==> src/rtl/msc_pkg.sv <==
package msc_pkg;
    localparam int LFSR_W  = 16;
    localparam int NUM_GEN = 5;
    localparam int SEL_W   = $clog2(NUM_GEN);

    typedef logic [LFSR_W-1:0] lfsr_t;

    typedef struct packed {
        lfsr_t mask;
        lfsr_t seed;
        lfsr_t key;
    } gen_cfg_t;

    localparam lfsr_t CTRL_MASK = 16'hA011;
    localparam lfsr_t CTRL_SEED = 16'h7B13;

    function automatic gen_cfg_t gen_cfg(input int idx);
        gen_cfg_t c;
        case (idx)
            0:       c = '{mask: 16'hB400, seed: 16'hACE1, key: 16'h3C5A};
            1:       c = '{mask: 16'hD008, seed: 16'h1D2B, key: 16'h0F0F};
            2:       c = '{mask: 16'h9C00, seed: 16'h5E7F, key: 16'hA5A5};
            3:       c = '{mask: 16'hE801, seed: 16'h9340, key: 16'h1234};
            default: c = '{mask: 16'h8805, seed: 16'hC3A5, key: 16'h6C93};
        endcase
        return c;
    endfunction

    function automatic lfsr_t lfsr_next(input lfsr_t s, input lfsr_t mask);
        return {1'b0, s[LFSR_W-1:1]} ^ (s[0] ? mask : '0);
    endfunction

    function automatic lfsr_t force_nz(input lfsr_t s, input lfsr_t seed);
        return (s == '0) ? seed : s;
    endfunction
endpackage

==> src/rtl/msc_keygen.sv <==
module msc_keygen
    import msc_pkg::*;
#(
    parameter int IDX = 0
) (
    input  logic clk,
    input  logic rst,
    input  logic start,
    input  logic step_en,
    input  logic rekey,
    output logic key_bit
);
    localparam gen_cfg_t CFG = gen_cfg(IDX);

    lfsr_t st_q;
    lfsr_t st_step;
    lfsr_t st_d;

    always_comb begin
        st_step = lfsr_next(st_q, CFG.mask);
        st_d    = force_nz(rekey ? (st_step ^ CFG.key) : st_step, CFG.seed);
    end

    always_ff @(posedge clk) begin
        if (rst || start)
            st_q <= CFG.seed;
        else if (step_en)
            st_q <= st_d;
    end

    assign key_bit = st_q[0];

    // state never zero
    assert_state_nonzero_R7: assert property (@(posedge clk) disable iff (rst)
        st_q != '0);
    // start restores seed
    assert_start_seed_R8: assert property (@(posedge clk) disable iff (rst)
        start |=> st_q == CFG.seed);
    // idle holds state
    assert_idle_hold_R3: assert property (@(posedge clk) disable iff (rst)
        (!start && !step_en) |=> $stable(st_q));
endmodule

==> src/rtl/msc_slot_ctrl.sv <==
module msc_slot_ctrl
    import msc_pkg::*;
#(
    parameter int DWELL = 8
) (
    input  logic               clk,
    input  logic               rst,
    input  logic               start,
    input  logic               step_en,
    output logic [NUM_GEN-1:0] slot_en
);
    localparam int DW_W = (DWELL > 1) ? $clog2(DWELL) : 1;
    localparam logic [DW_W-1:0] DW_LAST = DW_W'(DWELL - 1);

    lfsr_t           ctrl_q;
    logic [DW_W-1:0] dw_q;
    logic            dw_wrap;
    int              sel_idx;

    assign dw_wrap = step_en && (dw_q == DW_LAST);

    always_ff @(posedge clk) begin
        if (rst || start) begin
            ctrl_q <= CTRL_SEED;
            dw_q   <= '0;
        end else if (step_en) begin
            if (dw_q == DW_LAST) begin
                dw_q   <= '0;
                ctrl_q <= force_nz(lfsr_next(ctrl_q, CTRL_MASK), CTRL_SEED);
            end else begin
                dw_q <= dw_q + 1'b1;
            end
        end
    end

    always_comb begin
        sel_idx = int'(ctrl_q[SEL_W-1:0]) % NUM_GEN;
        for (int i = 0; i < NUM_GEN; i++)
            slot_en[i] = (sel_idx == i);
    end

    // exactly one slot enabled
    assert_slot_onehot_R10: assert property (@(posedge clk) disable iff (rst)
        $countones(slot_en) == 1);
    // control only moves at dwell boundary
    assert_dwell_hold_R5: assert property (@(posedge clk) disable iff (rst)
        (!start && !dw_wrap) |=> $stable(ctrl_q));
    // dwell counter bounded
    assert_dwell_range_R5: assert property (@(posedge clk) disable iff (rst)
        dw_q <= DW_LAST);
endmodule

==> src/rtl/msc_rekey_timer.sv <==
module msc_rekey_timer #(
    parameter int RELOAD = 1024
) (
    input  logic clk,
    input  logic rst,
    input  logic start,
    input  logic step_en,
    output logic rekey
);
    localparam int CW = (RELOAD > 1) ? $clog2(RELOAD) : 1;
    localparam logic [CW-1:0] CNT_LAST = CW'(RELOAD - 1);

    logic [CW-1:0] cnt_q;

    always_ff @(posedge clk) begin
        if (rst || start)
            cnt_q <= '0;
        else if (step_en)
            cnt_q <= (cnt_q == CNT_LAST) ? '0 : cnt_q + 1'b1;
    end

    assign rekey = step_en && (cnt_q == CNT_LAST);

    // counter bounded and restarts after a rekey
    assert_cnt_range_R6: assert property (@(posedge clk) disable iff (rst)
        cnt_q <= CNT_LAST);
    assert_cnt_wrap_R6: assert property (@(posedge clk) disable iff (rst)
        (rekey && !start) |=> cnt_q == '0);
endmodule

==> src/rtl/msc_stream_cipher.sv <==
module msc_stream_cipher
    import msc_pkg::*;
#(
    parameter int DWELL  = 8,
    parameter int RELOAD = 1024
) (
    input  logic clk,
    input  logic rst,
    input  logic start,
    input  logic din_vld,
    input  logic din,
    output logic dout
);
    logic               step_en;
    logic               rekey;
    logic [NUM_GEN-1:0] slot_en;
    logic [NUM_GEN-1:0] gen_bit;
    logic               ks_bit;
    logic               dout_q;

    assign step_en = din_vld && !start;

    msc_slot_ctrl #(.DWELL(DWELL)) u_ctrl (
        .clk(clk), .rst(rst), .start(start), .step_en(step_en), .slot_en(slot_en)
    );

    msc_rekey_timer #(.RELOAD(RELOAD)) u_rekey (
        .clk(clk), .rst(rst), .start(start), .step_en(step_en), .rekey(rekey)
    );

    for (genvar g = 0; g < NUM_GEN; g++) begin : g_gen
        msc_keygen #(.IDX(g)) u_gen (
            .clk(clk), .rst(rst), .start(start), .step_en(step_en),
            .rekey(rekey), .key_bit(gen_bit[g])
        );
    end

    assign ks_bit = |(gen_bit & slot_en);

    always_ff @(posedge clk) begin
        if (rst || start)
            dout_q <= 1'b0;
        else if (step_en)
            dout_q <= din ^ ks_bit;
    end

    assign dout = dout_q;

    // output holds on idle cycles
    assert_dout_hold_R3: assert property (@(posedge clk) disable iff (rst)
        (!start && !din_vld) |=> $stable(dout));
    // start clears output
    assert_start_clear_R8: assert property (@(posedge clk) disable iff (rst)
        start |=> !dout);
endmodule

==> config.mk <==
export PLATFORM = sky130hd
export DESIGN_NAME = msc_stream_cipher
export DESIGN_NICKNAME = d
export VERILOG_FILES = /design/src/rtl/msc_pkg.sv /design/src/rtl/msc_keygen.sv /design/src/rtl/msc_slot_ctrl.sv /design/src/rtl/msc_rekey_timer.sv /design/src/rtl/msc_stream_cipher.sv
export SDC_FILE = /design/constraint.sdc
export NUM_CORES = 1
export LEC_CHECK = 0
export ABC_AREA = 1
export BUFFER_PORTS_ARGS = -buffer_cell sky130_fd_sc_hd__buf_2
export CAP_MARGIN = 20
export CELL_PAD_IN_SITES_DETAIL_PLACEMENT = 0
export CELL_PAD_IN_SITES_GLOBAL_PLACEMENT = 2
export CORE_MARGIN = 2
export CORE_UTILIZATION = 39
export DETAILED_ROUTE_END_ITERATION = 8
export HOLD_SLACK_MARGIN = 0.05
export PLACE_DENSITY = 0.81
export SETUP_SLACK_MARGIN = 0.3
export SLEW_MARGIN = 10
export SYNTH_ARGS = -nofsm -noshare
export SYNTH_HDL_FRONTEND = slang
export SYNTH_SLANG_ARGS = --single-unit
==> constraint.sdc <==
create_clock -name clk -period 3.5 [get_ports clk]
set_clock_uncertainty 0.1 [all_clocks]
set_input_delay 0.35 -clock clk [delete_from_list [all_inputs] [get_ports clk]]
set_output_delay 0.35 -clock clk [all_outputs]
set_load 0.02 [all_outputs]
==> run metrics <==
crit path setup slack, layout=716 ps; largest family of logic cells by synthesized area=simple AND/OR/NAND/NOR gates; number of failing hold endpoints at the final stage=0; flop and latch count out of synthesis=110; post-synthesis compound-gate area fraction=0.118; residual DRC count=0; cell leakage power=0.00268 uW; number of CTS-inserted buffers=9; area of the core=13800 um2; total via count in the routed design=4756; WL/cell=12.6 um; highest clock rate=0.359 GHz; utilization after layout=0.429; required time at the endpoint of the critical path=3600 ps; design area=5930 um2; met2 capacity usage during global routing=0.289; Root Buffer Master=sky130_fd_sc_hd__clkbuf_16; most common cell after layout, fill and taps aside=sky130_fd_sc_hd__nand2_1; critical-path maximum fanout=31; count of H-tree levels built during CTS=3; pin count of the biggest net entering global routing=86; combined area of all synthesized cells=5510 um2; number of detailed-route iterations in the first pass=4; Synth Area per Inst=6.72 um2; setup repair after global routing missed its margin=no; initial antenna violation count=0; class of the worst hold path=input pin to register; most used cells in the layout excluding fill and tap cells=283 x sky130_fd_sc_hd__nand2_1, 110 x sky130_fd_sc_hd__dfxtp_1, 96 x sky130_fd_sc_hd__inv_1, 74 x sky130_fd_sc_hd__a21oi_1, 56 x sky130_fd_sc_hd__nor2_1; I/O pin total=6; arrival time worst endpoint=2880 ps; Setup Viol. Count Final=0; clock tree from TritonCTS=built; largest cells by area after synthesis=sky130_fd_sc_hd__dfxtp_1 40%, sky130_fd_sc_hd__nand2_1 19%, sky130_fd_sc_hd__a21oi_1 6.7%; later-pin clock latency in the skew report=360 ps; share of total power in sequential cells=0.516; via count of the first global-routing pass=4462; wire length of the first global-routing pass=21400 um; sort of element at the end of the critical path=register; final global-route overflow total=0; layout cell share with drive strength beyond 1=0.0520; share of synthesized registers carrying an async set or reset=0; effective utilization at floorplan=0.398; area share of fa/ha/maj cells after synthesis=0.0182; Slew @ Worst Pin=1030 ps; most congested layer reported by global routing=met2; slew margin rel.=0.312; Worst R2R Start=u_rekey.cnt_q[1]; critical register-to-register path endpoint=g_gen[1].u_gen.st_q[14]; floorplan die area=15100 um2; Comb pwr share=0.075; switching share of power=0.245; pre-CTS worst setup slack=688 ps; count of mapped cells out of synthesis=820; Placed Area=5630 um2; die span in y=123 um; Vias per Instance=4.82; number of synthesized flops with an enable pin=0; post-synthesis share of cell area spent on xor and xnor gates=0.0477; fraction of post-synthesis cell area in the top cell type by area=0.400; met3 demand-to-capacity share in global routing=0.0460; count of unique library cells instantiated by Yosys=34; setup slack on the worst flop-to-flop path=720 ps; DIE WIDTH=123 um; cell taking the most area after synthesis=sky130_fd_sc_hd__dfxtp_1; depth of the worst register-to-register path=10; accumulated negative setup slack=0 ps; status=complete, no violations; minimum clock period after layout=2780 ps; internal power component=1920 uW; Post-CTS Resized=0; number of buffers inserted for hold repair after clock tree synthesis=0; number of max-capacitance violations reported=0; power dissipated by switching net loads=623 uW; power density normalized to cell area=429 nW/um2; P&R area growth vs syn=7.66%; routing usage on met1=0.242; flip-flop cell with the highest count after synthesis=sky130_fd_sc_hd__dfxtp_1; dpl hpwl=7910 um; n_diodes=0; clock network power share=0.409; element type at the critical path start=register; last element of the critical path=g_gen[1].u_gen.st_q[14]; global-route total usage across every layer=0.181; setup repair bufs after CTS=0; final weighted congestion in routability-driven placement=0.814; syn nets=833; multiplexer share of the synthesized area=0; crit path from=u_rekey.cnt_q[1]; count of routing violations after the opening detailed-route iteration=193; highest ir drop seen on vdd=0.000289 V; CTS sink count=110; clock transition at the registers of the reported paths=70 ps; Syn. warnings=0; final wirelength=12500 um; part of the Yosys area used for sequential elements=0.400; maximum count of clock buffers along a single path=2; final net count=815; Std-Cell Rows=43; Final period util=0.795; post-route ant nets=0; number of buffer cells added on primary ports=5; number of pins exceeding their max-slew limit in the final report=0; Simple-Gate Fraction of Synth Area=0.309; CP Class=register to register
-- worst min path at each step --
stage	startpoint	to	slack (ps)	cells past startpoint
after floorplan	g_gen[2].u_gen.st_q[4]	g_gen[2].u_gen.st_q[4]	340	2
after global placement	g_gen[2].u_gen.st_q[4]	g_gen[2].u_gen.st_q[4]	350	2
after detailed placement	g_gen[2].u_gen.st_q[4]	g_gen[2].u_gen.st_q[4]	360	2
after CTS	din_vld	u_ctrl.dw_q[0]	170	2
after global routing	din_vld	u_ctrl.dw_q[0]	190	2
final	din_vld	u_ctrl.dw_q[0]	190	2
-- registers in the layout, summed over array words and instances, names as in the netlist --
| name | flops |
|---|---|
| dout | 1 |
| g_gen.u_gen.st_q | 80 |
| u_ctrl.ctrl_q | 16 |
| u_ctrl.dw_q | 3 |
| u_rekey.cnt_q | 10 |
-- synthesized netlist by cell type (5+ instances only) --
library cell / number
sky130_fd_sc_hd__nor2_1: 57
sky130_fd_sc_hd__nand2_1: 283
sky130_fd_sc_hd__dfxtp_1: 110
sky130_fd_sc_hd__nand3_1: 25
sky130_fd_sc_hd__xnor2_1: 9
sky130_fd_sc_hd__clkbuf_1: 28
sky130_fd_sc_hd__nor3_1: 9
sky130_fd_sc_hd__o211ai_1: 11
sky130_fd_sc_hd__a21oi_1: 74
sky130_fd_sc_hd__o21ai_0: 19
sky130_fd_sc_hd__xor2_1: 21
sky130_fd_sc_hd__ha_1: 8
sky130_fd_sc_hd__inv_1: 98
sky130_fd_sc_hd__o22ai_1: 9
sky130_fd_sc_hd__buf_6: 5
sky130_fd_sc_hd__nor4_1: 5
sky130_fd_sc_hd__nand4_1: 17
-- power by group through the flow --
stage	Sequential (uW)	Clock [uW]	Combinational, uW
detailed placement	1340	0	192
global route	1320	1140	221
floorplan	1330	0	148
finish	1310	1040	190
global placement	1340	0	191
CTS	1310	1090	193
-- per-stage QoR --
stage	std cells	power [uW]	hold slack (ps)
after floorplan	820	1480	337
after global placement	971	1530	348
after detailed placement	971	1530	359
after CTS	987	2590	172
after global routing	987	2680	187
final	987	2550	189
-- area by class of cell --
| cell class | instances | area, um2 |
|---|---|---|
| fill | 1487 | 7900 |
| multi-input combinational | 566 | 2720 |
| sequential | 110 | 2200 |
| inverter | 102 | 383 |
| clock buffer | 10 | 239 |
| tap | 180 | 225 |
| timing repair buffer | 13 | 97.6 |
| clock inverter | 6 | 61.3 |
-- logic make-up (layout without fill, tap and decap cells) --
family | count (synthesis) | count (layout)
simple gates | 409 | 409
compound gates | 119 | 119
flops | 110 | 110
buf+inv | 144 | 131
xor+xnor | 30 | 30
fa+ha+maj | 8 | 8
-- worst max-delay path, stage by stage (launching register included) --
cell                      delay, ps
sky130_fd_sc_hd__dfxtp_1        360
sky130_fd_sc_hd__ha_1           190
sky130_fd_sc_hd__nand3_1        210
sky130_fd_sc_hd__nor2_8         310
sky130_fd_sc_hd__nand3_4        420
sky130_fd_sc_hd__buf_4          360
sky130_fd_sc_hd__xor2_1         170
sky130_fd_sc_hd__nor2_1         130
sky130_fd_sc_hd__nand3_2        200
sky130_fd_sc_hd__nand2_1        120
sky130_fd_sc_hd__a21oi_1         60
-- per-layer routing --
metal  wire length (um)  vias up  share of wire
met4                127        0          0.010
met5                  0        -              0
met3                394        7          0.032
met2               5550       52           0.45
li1                   -     2534              -
met1               6400     2163           0.51
(Power assumes the default switching activity.)
